$ cat config.mk
export PLATFORM = sky130hd
export DESIGN_NAME = fpgm_seq
export DESIGN_NICKNAME = d
export VERILOG_FILES = /design/src/rtl/fpgm_pkg.sv /design/src/rtl/fpgm_wbuf.sv /design/src/rtl/fpgm_blkcmp.sv /design/src/rtl/fpgm_pv.sv /design/src/rtl/fpgm_seq.sv
export SDC_FILE = /design/constraint.sdc
export NUM_CORES = 1
export LEC_CHECK = 0
export BUFFER_PORTS_ARGS = -buffer_cell sky130_fd_sc_hd__buf_2
export CAP_MARGIN = 10
export CORE_MARGIN = 2
export CORE_UTILIZATION = 45
export CTS_BUF_LIST = sky130_fd_sc_hd__clkbuf_4
export DETAILED_ROUTE_END_ITERATION = 10
export PLACE_DENSITY = 0.7
export SLEW_MARGIN = 25
export SYNTH_ARGS = -nofsm -noshare
export SYNTH_HDL_FRONTEND = slang
export SYNTH_HIERARCHICAL = 1
export SYNTH_SLANG_ARGS = --single-unit
$ cat constraint.sdc
create_clock -name clk -period 5.29 [get_ports clk]
set_clock_uncertainty 0.2 [all_clocks]
set_input_delay 0.2645 -clock clk [delete_from_list [all_inputs] [get_ports clk]]
set_output_delay 0.2645 -clock clk [all_outputs]
set_load 0.05 [all_outputs]
$ cat src/rtl/fpgm_pkg.sv
package fpgm_pkg;

   typedef enum logic [1:0] {
      SQ_OFF,
      SQ_FIRST,
      SQ_FILL,
      SQ_PROG
   } seq_st_t;

   typedef enum logic [1:0] {
      PV_IDLE,
      PV_WR,
      PV_RD,
      PV_CHK
   } pv_st_t;

   localparam int SB_BUSY = 0;
   localparam int SB_SEQ  = 3;
   localparam int SB_FAIL = 4;
   localparam int SB_EXIT = 7;

endpackage

$ cat src/rtl/fpgm_wbuf.sv
module fpgm_wbuf #(
   parameter int DW    = 16,
   parameter int DEPTH = 32,
   localparam int IW   = $clog2(DEPTH)
) (
   input  logic          clk,
   input  logic          rst_n,
   input  logic          wr_en,
   input  logic [IW-1:0] wr_idx,
   input  logic [DW-1:0] wr_data,
   input  logic [IW-1:0] rd_idx,
   output logic [DW-1:0] rd_data
);

   logic [DW-1:0] slot_q [DEPTH];

   for (genvar s = 0; s < DEPTH; s++) begin : g_slot
      always_ff @(posedge clk) begin
         if (!rst_n)
            slot_q[s] <= '1;
         else if (wr_en && wr_idx == IW'(s))
            slot_q[s] <= wr_data;
      end
   end

   assign rd_data = slot_q[rd_idx];

endmodule

$ cat src/rtl/fpgm_blkcmp.sv
module fpgm_blkcmp #(
   parameter int HW = 4
) (
   input  logic [HW-1:0] hi_a,
   input  logic [HW-1:0] hi_b,
   output logic          same
);

   assign same = (hi_a == hi_b);

endmodule

$ cat src/rtl/fpgm_pv.sv
module fpgm_pv
   import fpgm_pkg::*;
#(
   parameter int AW        = 20,
   parameter int DW        = 16,
   parameter int DEPTH     = 32,
   parameter int MAX_TRIES = 4,
   localparam int IW       = $clog2(DEPTH),
   localparam int TW       = $clog2(MAX_TRIES + 1)
) (
   input  logic          clk,
   input  logic          rst_n,
   input  logic          start,
   input  logic [AW-1:0] base_addr,
   output logic [IW-1:0] rd_idx,
   input  logic [DW-1:0] rd_data,
   output logic          arr_req,
   output logic          arr_we,
   output logic [AW-1:0] arr_addr,
   output logic [DW-1:0] arr_wdata,
   input  logic          arr_ack,
   input  logic [DW-1:0] arr_rdata,
   output logic          done,
   output logic          fail
);

   localparam logic [IW-1:0] LAST_IDX = IW'(DEPTH - 1);
   localparam logic [TW-1:0] TRY_LIM  = TW'(MAX_TRIES);

   pv_st_t        st_q;
   logic [IW-1:0] idx_q;
   logic [TW-1:0] tries_q;
   logic [DW-1:0] rb_q;
   logic          match;
   logic          give_up;

   assign match   = (rb_q == rd_data);
   assign give_up = (tries_q == TRY_LIM);

   always_ff @(posedge clk) begin
      if (!rst_n) begin
         st_q    <= PV_IDLE;
         idx_q   <= '0;
         tries_q <= '0;
         rb_q    <= '0;
      end else begin
         case (st_q)
            PV_IDLE: begin
               if (start) begin
                  idx_q   <= '0;
                  tries_q <= '0;
                  st_q    <= PV_WR;
               end
            end
            PV_WR: begin
               if (arr_ack) begin
                  tries_q <= tries_q + TW'(1);
                  st_q    <= PV_RD;
               end
            end
            PV_RD: begin
               if (arr_ack) begin
                  rb_q <= arr_rdata;
                  st_q <= PV_CHK;
               end
            end
            PV_CHK: begin
               if (match || give_up) begin
                  tries_q <= '0;
                  if (idx_q == LAST_IDX) begin
                     st_q <= PV_IDLE;
                  end else begin
                     idx_q <= idx_q + IW'(1);
                     st_q  <= PV_WR;
                  end
               end else begin
                  st_q <= PV_WR;
               end
            end
            default: st_q <= PV_IDLE;
         endcase
      end
   end

   assign rd_idx    = idx_q;
   assign arr_req   = (st_q == PV_WR) || (st_q == PV_RD);
   assign arr_we    = (st_q == PV_WR);
   assign arr_addr  = base_addr + AW'(idx_q);
   assign arr_wdata = rd_data;
   assign done      = (st_q == PV_CHK) && (match || give_up) && (idx_q == LAST_IDX);
   assign fail      = (st_q == PV_CHK) && !match && give_up;

endmodule

$ cat src/rtl/fpgm_seq.sv
module fpgm_seq
   import fpgm_pkg::*;
#(
   parameter int AW        = 20,
   parameter int DW        = 16,
   parameter int BUF_WORDS = 32,
   parameter int BLK_BITS  = 16,
   parameter int MAX_TRIES = 4
) (
   input  logic          clk,
   input  logic          rst_n,
   input  logic          mode_enter,
   input  logic          bus_wr,
   input  logic [AW-1:0] bus_addr,
   input  logic [DW-1:0] bus_wdata,
   output logic [7:0]    status,
   output logic          arr_req,
   output logic          arr_we,
   output logic [AW-1:0] arr_addr,
   output logic [DW-1:0] arr_wdata,
   input  logic          arr_ack,
   input  logic [DW-1:0] arr_rdata
);

   localparam int IW = $clog2(BUF_WORDS);
   localparam int HW = AW - BLK_BITS;
   localparam logic [IW-1:0] LAST_SLOT = IW'(BUF_WORDS - 1);

   if (BUF_WORDS < 2 || (BUF_WORDS & (BUF_WORDS - 1)) != 0) begin : g_bad_depth
      $error("BUF_WORDS must be a power of two of at least 2");
   end
   if (BLK_BITS < 1 || BLK_BITS >= AW) begin : g_bad_blk
      $error("BLK_BITS must lie in 1..AW-1");
   end
   if (MAX_TRIES < 1) begin : g_bad_tries
      $error("MAX_TRIES must be at least 1");
   end

   seq_st_t       st_q;
   logic [AW-1:0] start_q;
   logic [AW-1:0] offs_q;
   logic [IW-1:0] cnt_q;
   logic          seq_err_q;
   logic          fail_q;

   logic          same_blk;
   logic          buf_we;
   logic [IW-1:0] buf_ridx;
   logic [DW-1:0] buf_rdata;
   logic          pv_done;
   logic          pv_fail;

   fpgm_blkcmp #(.HW(HW)) u_blk (
      .hi_a (bus_addr[AW-1:BLK_BITS]),
      .hi_b (start_q[AW-1:BLK_BITS]),
      .same (same_blk)
   );

   assign buf_we = bus_wr && ((st_q == SQ_FIRST) || (st_q == SQ_FILL && same_blk));

   fpgm_wbuf #(.DW(DW), .DEPTH(BUF_WORDS)) u_buf (
      .clk     (clk),
      .rst_n   (rst_n),
      .wr_en   (buf_we),
      .wr_idx  (cnt_q),
      .wr_data (bus_wdata),
      .rd_idx  (buf_ridx),
      .rd_data (buf_rdata)
   );

   fpgm_pv #(
      .AW        (AW),
      .DW        (DW),
      .DEPTH     (BUF_WORDS),
      .MAX_TRIES (MAX_TRIES)
   ) u_pv (
      .clk       (clk),
      .rst_n     (rst_n),
      .start     (st_q == SQ_PROG),
      .base_addr (start_q + offs_q),
      .rd_idx    (buf_ridx),
      .rd_data   (buf_rdata),
      .arr_req   (arr_req),
      .arr_we    (arr_we),
      .arr_addr  (arr_addr),
      .arr_wdata (arr_wdata),
      .arr_ack   (arr_ack),
      .arr_rdata (arr_rdata),
      .done      (pv_done),
      .fail      (pv_fail)
   );

   always_ff @(posedge clk) begin
      if (!rst_n) begin
         st_q      <= SQ_OFF;
         start_q   <= '0;
         offs_q    <= '0;
         cnt_q     <= '0;
         seq_err_q <= 1'b0;
         fail_q    <= 1'b0;
      end else begin
         if (pv_fail)
            fail_q <= 1'b1;
         case (st_q)
            SQ_OFF: begin
               if (mode_enter) begin
                  st_q      <= SQ_FIRST;
                  offs_q    <= '0;
                  cnt_q     <= '0;
                  seq_err_q <= 1'b0;
                  fail_q    <= 1'b0;
               end
            end
            SQ_FIRST: begin
               if (bus_wr) begin
                  start_q <= bus_addr;
                  cnt_q   <= IW'(1);
                  st_q    <= SQ_FILL;
               end
            end
            SQ_FILL: begin
               if (bus_wr) begin
                  if (!same_blk) begin
                     st_q  <= SQ_OFF;
                     cnt_q <= '0;
                  end else if (cnt_q == LAST_SLOT) begin
                     st_q  <= SQ_PROG;
                     cnt_q <= '0;
                  end else begin
                     cnt_q <= cnt_q + IW'(1);
                  end
               end
            end
            SQ_PROG: begin
               if (bus_wr)
                  seq_err_q <= 1'b1;
               if (pv_done) begin
                  st_q   <= SQ_FILL;
                  offs_q <= offs_q + AW'(BUF_WORDS);
               end
            end
            default: st_q <= SQ_OFF;
         endcase
      end
   end

   always_comb begin
      status          = '0;
      status[SB_BUSY] = (st_q == SQ_PROG);
      status[SB_SEQ]  = seq_err_q;
      status[SB_FAIL] = fail_q;
      status[SB_EXIT] = (st_q == SQ_OFF);
   end

endmodule

==> impl_metrics.yaml <==
cells_and_area:
  drive_gt1_share_pct: 17.6
  postLayoutCellArea_mm2: 0.0337
  area_delta_synth_final_pct: 16.6
  fin_nets: 2758
  nFillCells: 5325
logic_synthesis:
  synth_ff_type: "edfxtp_1"
  syn_area_mm2: 0.0289
  yosys_register_bits: 582
  synth-edff-count: 512
  synth_area_per_cell_um2: 12.0
  syn_inst: 2410
  async_reset_ff_share_pct: 0
  synth_seq_area_share_pct: 58.0
  yosysWarnings: 6
  synth_cell_type_count: 65
status:
  status: "complete, no violations"
die:
  dieWidth_um: 257
  rows: 92
  die_area_mm2: 0.0663
  boundaryPins: 103
  coreArea_mm2: 0.0633
  start_util_pct: 45.7
  dieHeight_um: 257
power:
  ir_drop_v: 0.000204
  power_per_cell_area_mw_per_mm2: 302
  power.leakage_nw: 10.5
  p_total_mw: 10.2
timing:
  fin_crit_sh_pct: 95.6
  hold_ws_ps: 190
  setup-violations-final: 0
  slew_headroom_pct: 30.7
  final-hold-violation-count: 0
  min_period_ps: 5060
  worst_pin_slew_ps: 1040
  slew_violations: 0
  fmax_mhz: 198
setup_path:
  cp_data_required_time_ps: 4830
  crit_arrival_ps: 4590
  crit_chain: "ha_1, a21oi_2, nor2b_1, o311ai_0, nor2b_1, xnor2_1, and4_1, and3_1, nand4_1, nor4_2, xor2_1, buf_2"
  cp_max_fo: 4
  startpoint_type: "flip-flop"
  setup.worst_path.end_class: "output pin"
  crit_slowest_cell: "dfxtp_1"
  r2r_slack_ps: 310
  crit_path_max_incr_delay_ps: 460
  cp_common_cell: "nor2b_1"
  criticalPathCategory: "reg2out"
cts:
  cts_tree: "yes"
  cts_buffers: 155
  h-tree-depth: 4
  numClockSinks: 582
  clockRootBuffer: "clkbuf_4"
  clk_pin_slew_ps: 70
  clk_latency_ps: 1020
  cts.path.max_buffers: 3
global_route:
  grt_max_degree: 129
  grt_pass1_vias: 22110
  grt_overflow: 0
  antenna_found_initial: 5
  grt_pass1_wl_um: 131000
  grt_usage_pct: 26.2
routing:
  wl_per_cell_um: 24.2
  drt_iter0_drc: 2565
  ant_nets: 0
  drc: 0
  viasPerCell: 5.99
  num_vias: 21654
  routed_wl_um: 87600
  first_pass_iters: 5
run:
  maxCapViolCount: 0
placement:
  hpwlAfterDp_um: 50300
  dpl_cell_area_mm2: 0.0301
  routabilityCongestion: 0.890
  io_buffers: 98
hold_path:
  hold_path.class: "in2reg"
-- power by group --
| part | switching, mW | internal, mW | leakage, nW |
|---|---|---|---|
| sequential | 0.0731 | 5.15 | 5.31 |
| clock | 1.86 | 2.04 | 1.13 |
| combinational | 0.736 | 0.311 | 4.08 |
-- layout make-up --
| class | count | area (um^2) | share of cell area, % |
|---|---|---|---|
| Inverter | 19 | 71.3 | 0.212 |
| Multi-Input combinational cell | 1552 | 10900 | 32.4 |
| Sequential cell | 582 | 16800 | 49.8 |
| Clock inverter | 28 | 164 | 0.487 |
| Timing Repair Buffer | 354 | 2970 | 8.81 |
| Antenna cell | 7 | 17.5 | 0.0520 |
| Tap cell | 846 | 1060 | 3.14 |
| Clock buffer | 228 | 1710 | 5.08 |
-- cells by family after synthesis --
family / synth area share [%]
simple gates: 17.8
flops: 58.0
mux: 9.21
xor+xnor: 1.85
fa+ha+maj: 1.63
other cells: 0.0130
buf+inv: 4.44
compound gates: 7.02
-- metrics by stage --
stage | setup WS [ps] | std cells | util [%] | TNS (ps)
6_report | 234 | 3616 | 53.2 | 0
5_1_grt | -4.30 | 3615 | 53.2 | -4.30
4_1_cts | 103 | 3607 | 53.1 | 0
3_5_place_dp | 361 | 3181 | 47.5 | 0
3_3_place_gp | 390 | 3181 | 47.5 | 0
2_1_floorplan | 1280 | 2414 | - | 0
-- worst max-delay path: cells and delay by family (launching register included) --
kind	cells	cell delay (ps)
AOI/OAI and AO/OA	2	700
xor gates and xnor gates	2	430
adders and majority gates	1	330
buffers and inverters	1	290
DFF	1	460
and+or+nand+nor	6	1380
-- registers in the layout, indices dropped and copies added, names as in the netlist --
register / flops
st_q: 2
offs_q: 15
u_buf/slot_q: 512
u_pv/tries_q: 3
u_pv/rd_idx: 5
cnt_q: 5
u_pv/st_q: 2
fail_q: 1
seq_err_q: 1
u_pv/rb_q: 16
start_q: 20
-- cell usage in the layout (no fill, tap or decap), types with 7 or more instances in the layout --
cell | Yosys | final
nand2_1 | 157 | 155
nand2b_1 | 9 | 9
a21boi_0 | 23 | 23
a22o_1 | 32 | 32
o21ai_1 | 0 | 32
dfxtp_1 | 70 | 68
inv_1 | 18 | 18
edfxtp_1 | 512 | 512
nor3_1 | 29 | 29
buf_2 | 26 | 98
a31oi_1 | 20 | 20
a22oi_1 | 65 | 65
nor4_2 | 11 | 10
ha_1 | 36 | 36
clkinv_1 | 1 | 21
or3_2 | 24 | 24
buf_4 | 40 | 75
xor2_1 | 37 | 37
and3_1 | 9 | 9
nor2_1 | 18 | 18
mux2i_1 | 266 | 266
a21oi_1 | 80 | 79
o21ai_0 | 49 | 17
or3_1 | 491 | 491
buf_12 | 0 | 10
clkbuf_4 | 1 | 228
nor2b_1 | 11 | 9
diode_2 | 0 | 7
nand4_1 | 21 | 21
dlygate4sd3_1 | 0 | 170
xnor2_1 | 24 | 24
a21o_1 | 12 | 12
nand3_1 | 60 | 57
-- Yosys cell counts, types with 3 or more instances --
library cell	n	area (um^2)
a211oi_1	3	22.5
a21boi_0	23	173
a21o_1	12	90.1
a21oi_1	80	400
a22o_1	32	280
a22oi_1	65	488
a31oi_1	20	125
and2_1	5	31.3
and2b_2	4	35.0
and3_1	9	56.3
and4_1	3	26.3
buf_2	26	130
buf_4	40	300
buf_6	6	67.6
clkbuf_1	187	702
dfxtp_1	70	1400
edfxtp_1	512	15400
ha_1	36	450
inv_1	18	67.6
mux2i_1	266	2660
nand2_1	157	589
nand2b_1	9	56.3
nand3_1	60	300
nand3b_1	5	37.5
nand4_1	21	131
nor2_1	18	67.6
nor2_2	5	31.3
nor2b_1	11	68.8
nor3_1	29	145
nor3b_1	3	22.5
nor4_2	11	138
o21ai_0	49	245
o311ai_0	3	26.3
or3_1	491	3070
or3_2	24	180
xnor2_1	24	210
xor2_1	37	324
-- final timing paths --
check,from,depth (start not counted),endpoint
worst max-delay path,offs_q[6],12,arr_addr[19]
worst min-delay path,arr_ack,5,u_pv/st_q[0]
worst max register to register,u_pv/rd_idx[2],16,offs_q[18]
worst min register to register,u_pv/tries_q[1],2,u_pv/tries_q[1]
-- routing by layer --
layer  GRT usage, %  vias to the layer above  part of all wire (%)
met2           40.4                     1197                    46
li1               -                     9655                     -
met3           7.16                      221                    11
met5              0                        -                     0
met4           12.9                        0                   4.0
met1           34.1                    10581                    39
-- timing repair --
action                     4_1_cts  5_1_grt
resized for setup                0        3
setup endpoints to repair        0        4
hold buffers                   170        0
setup buffers                    0        1
hold endpoints to repair       580        0
Power figures use the tool's default switching activity.
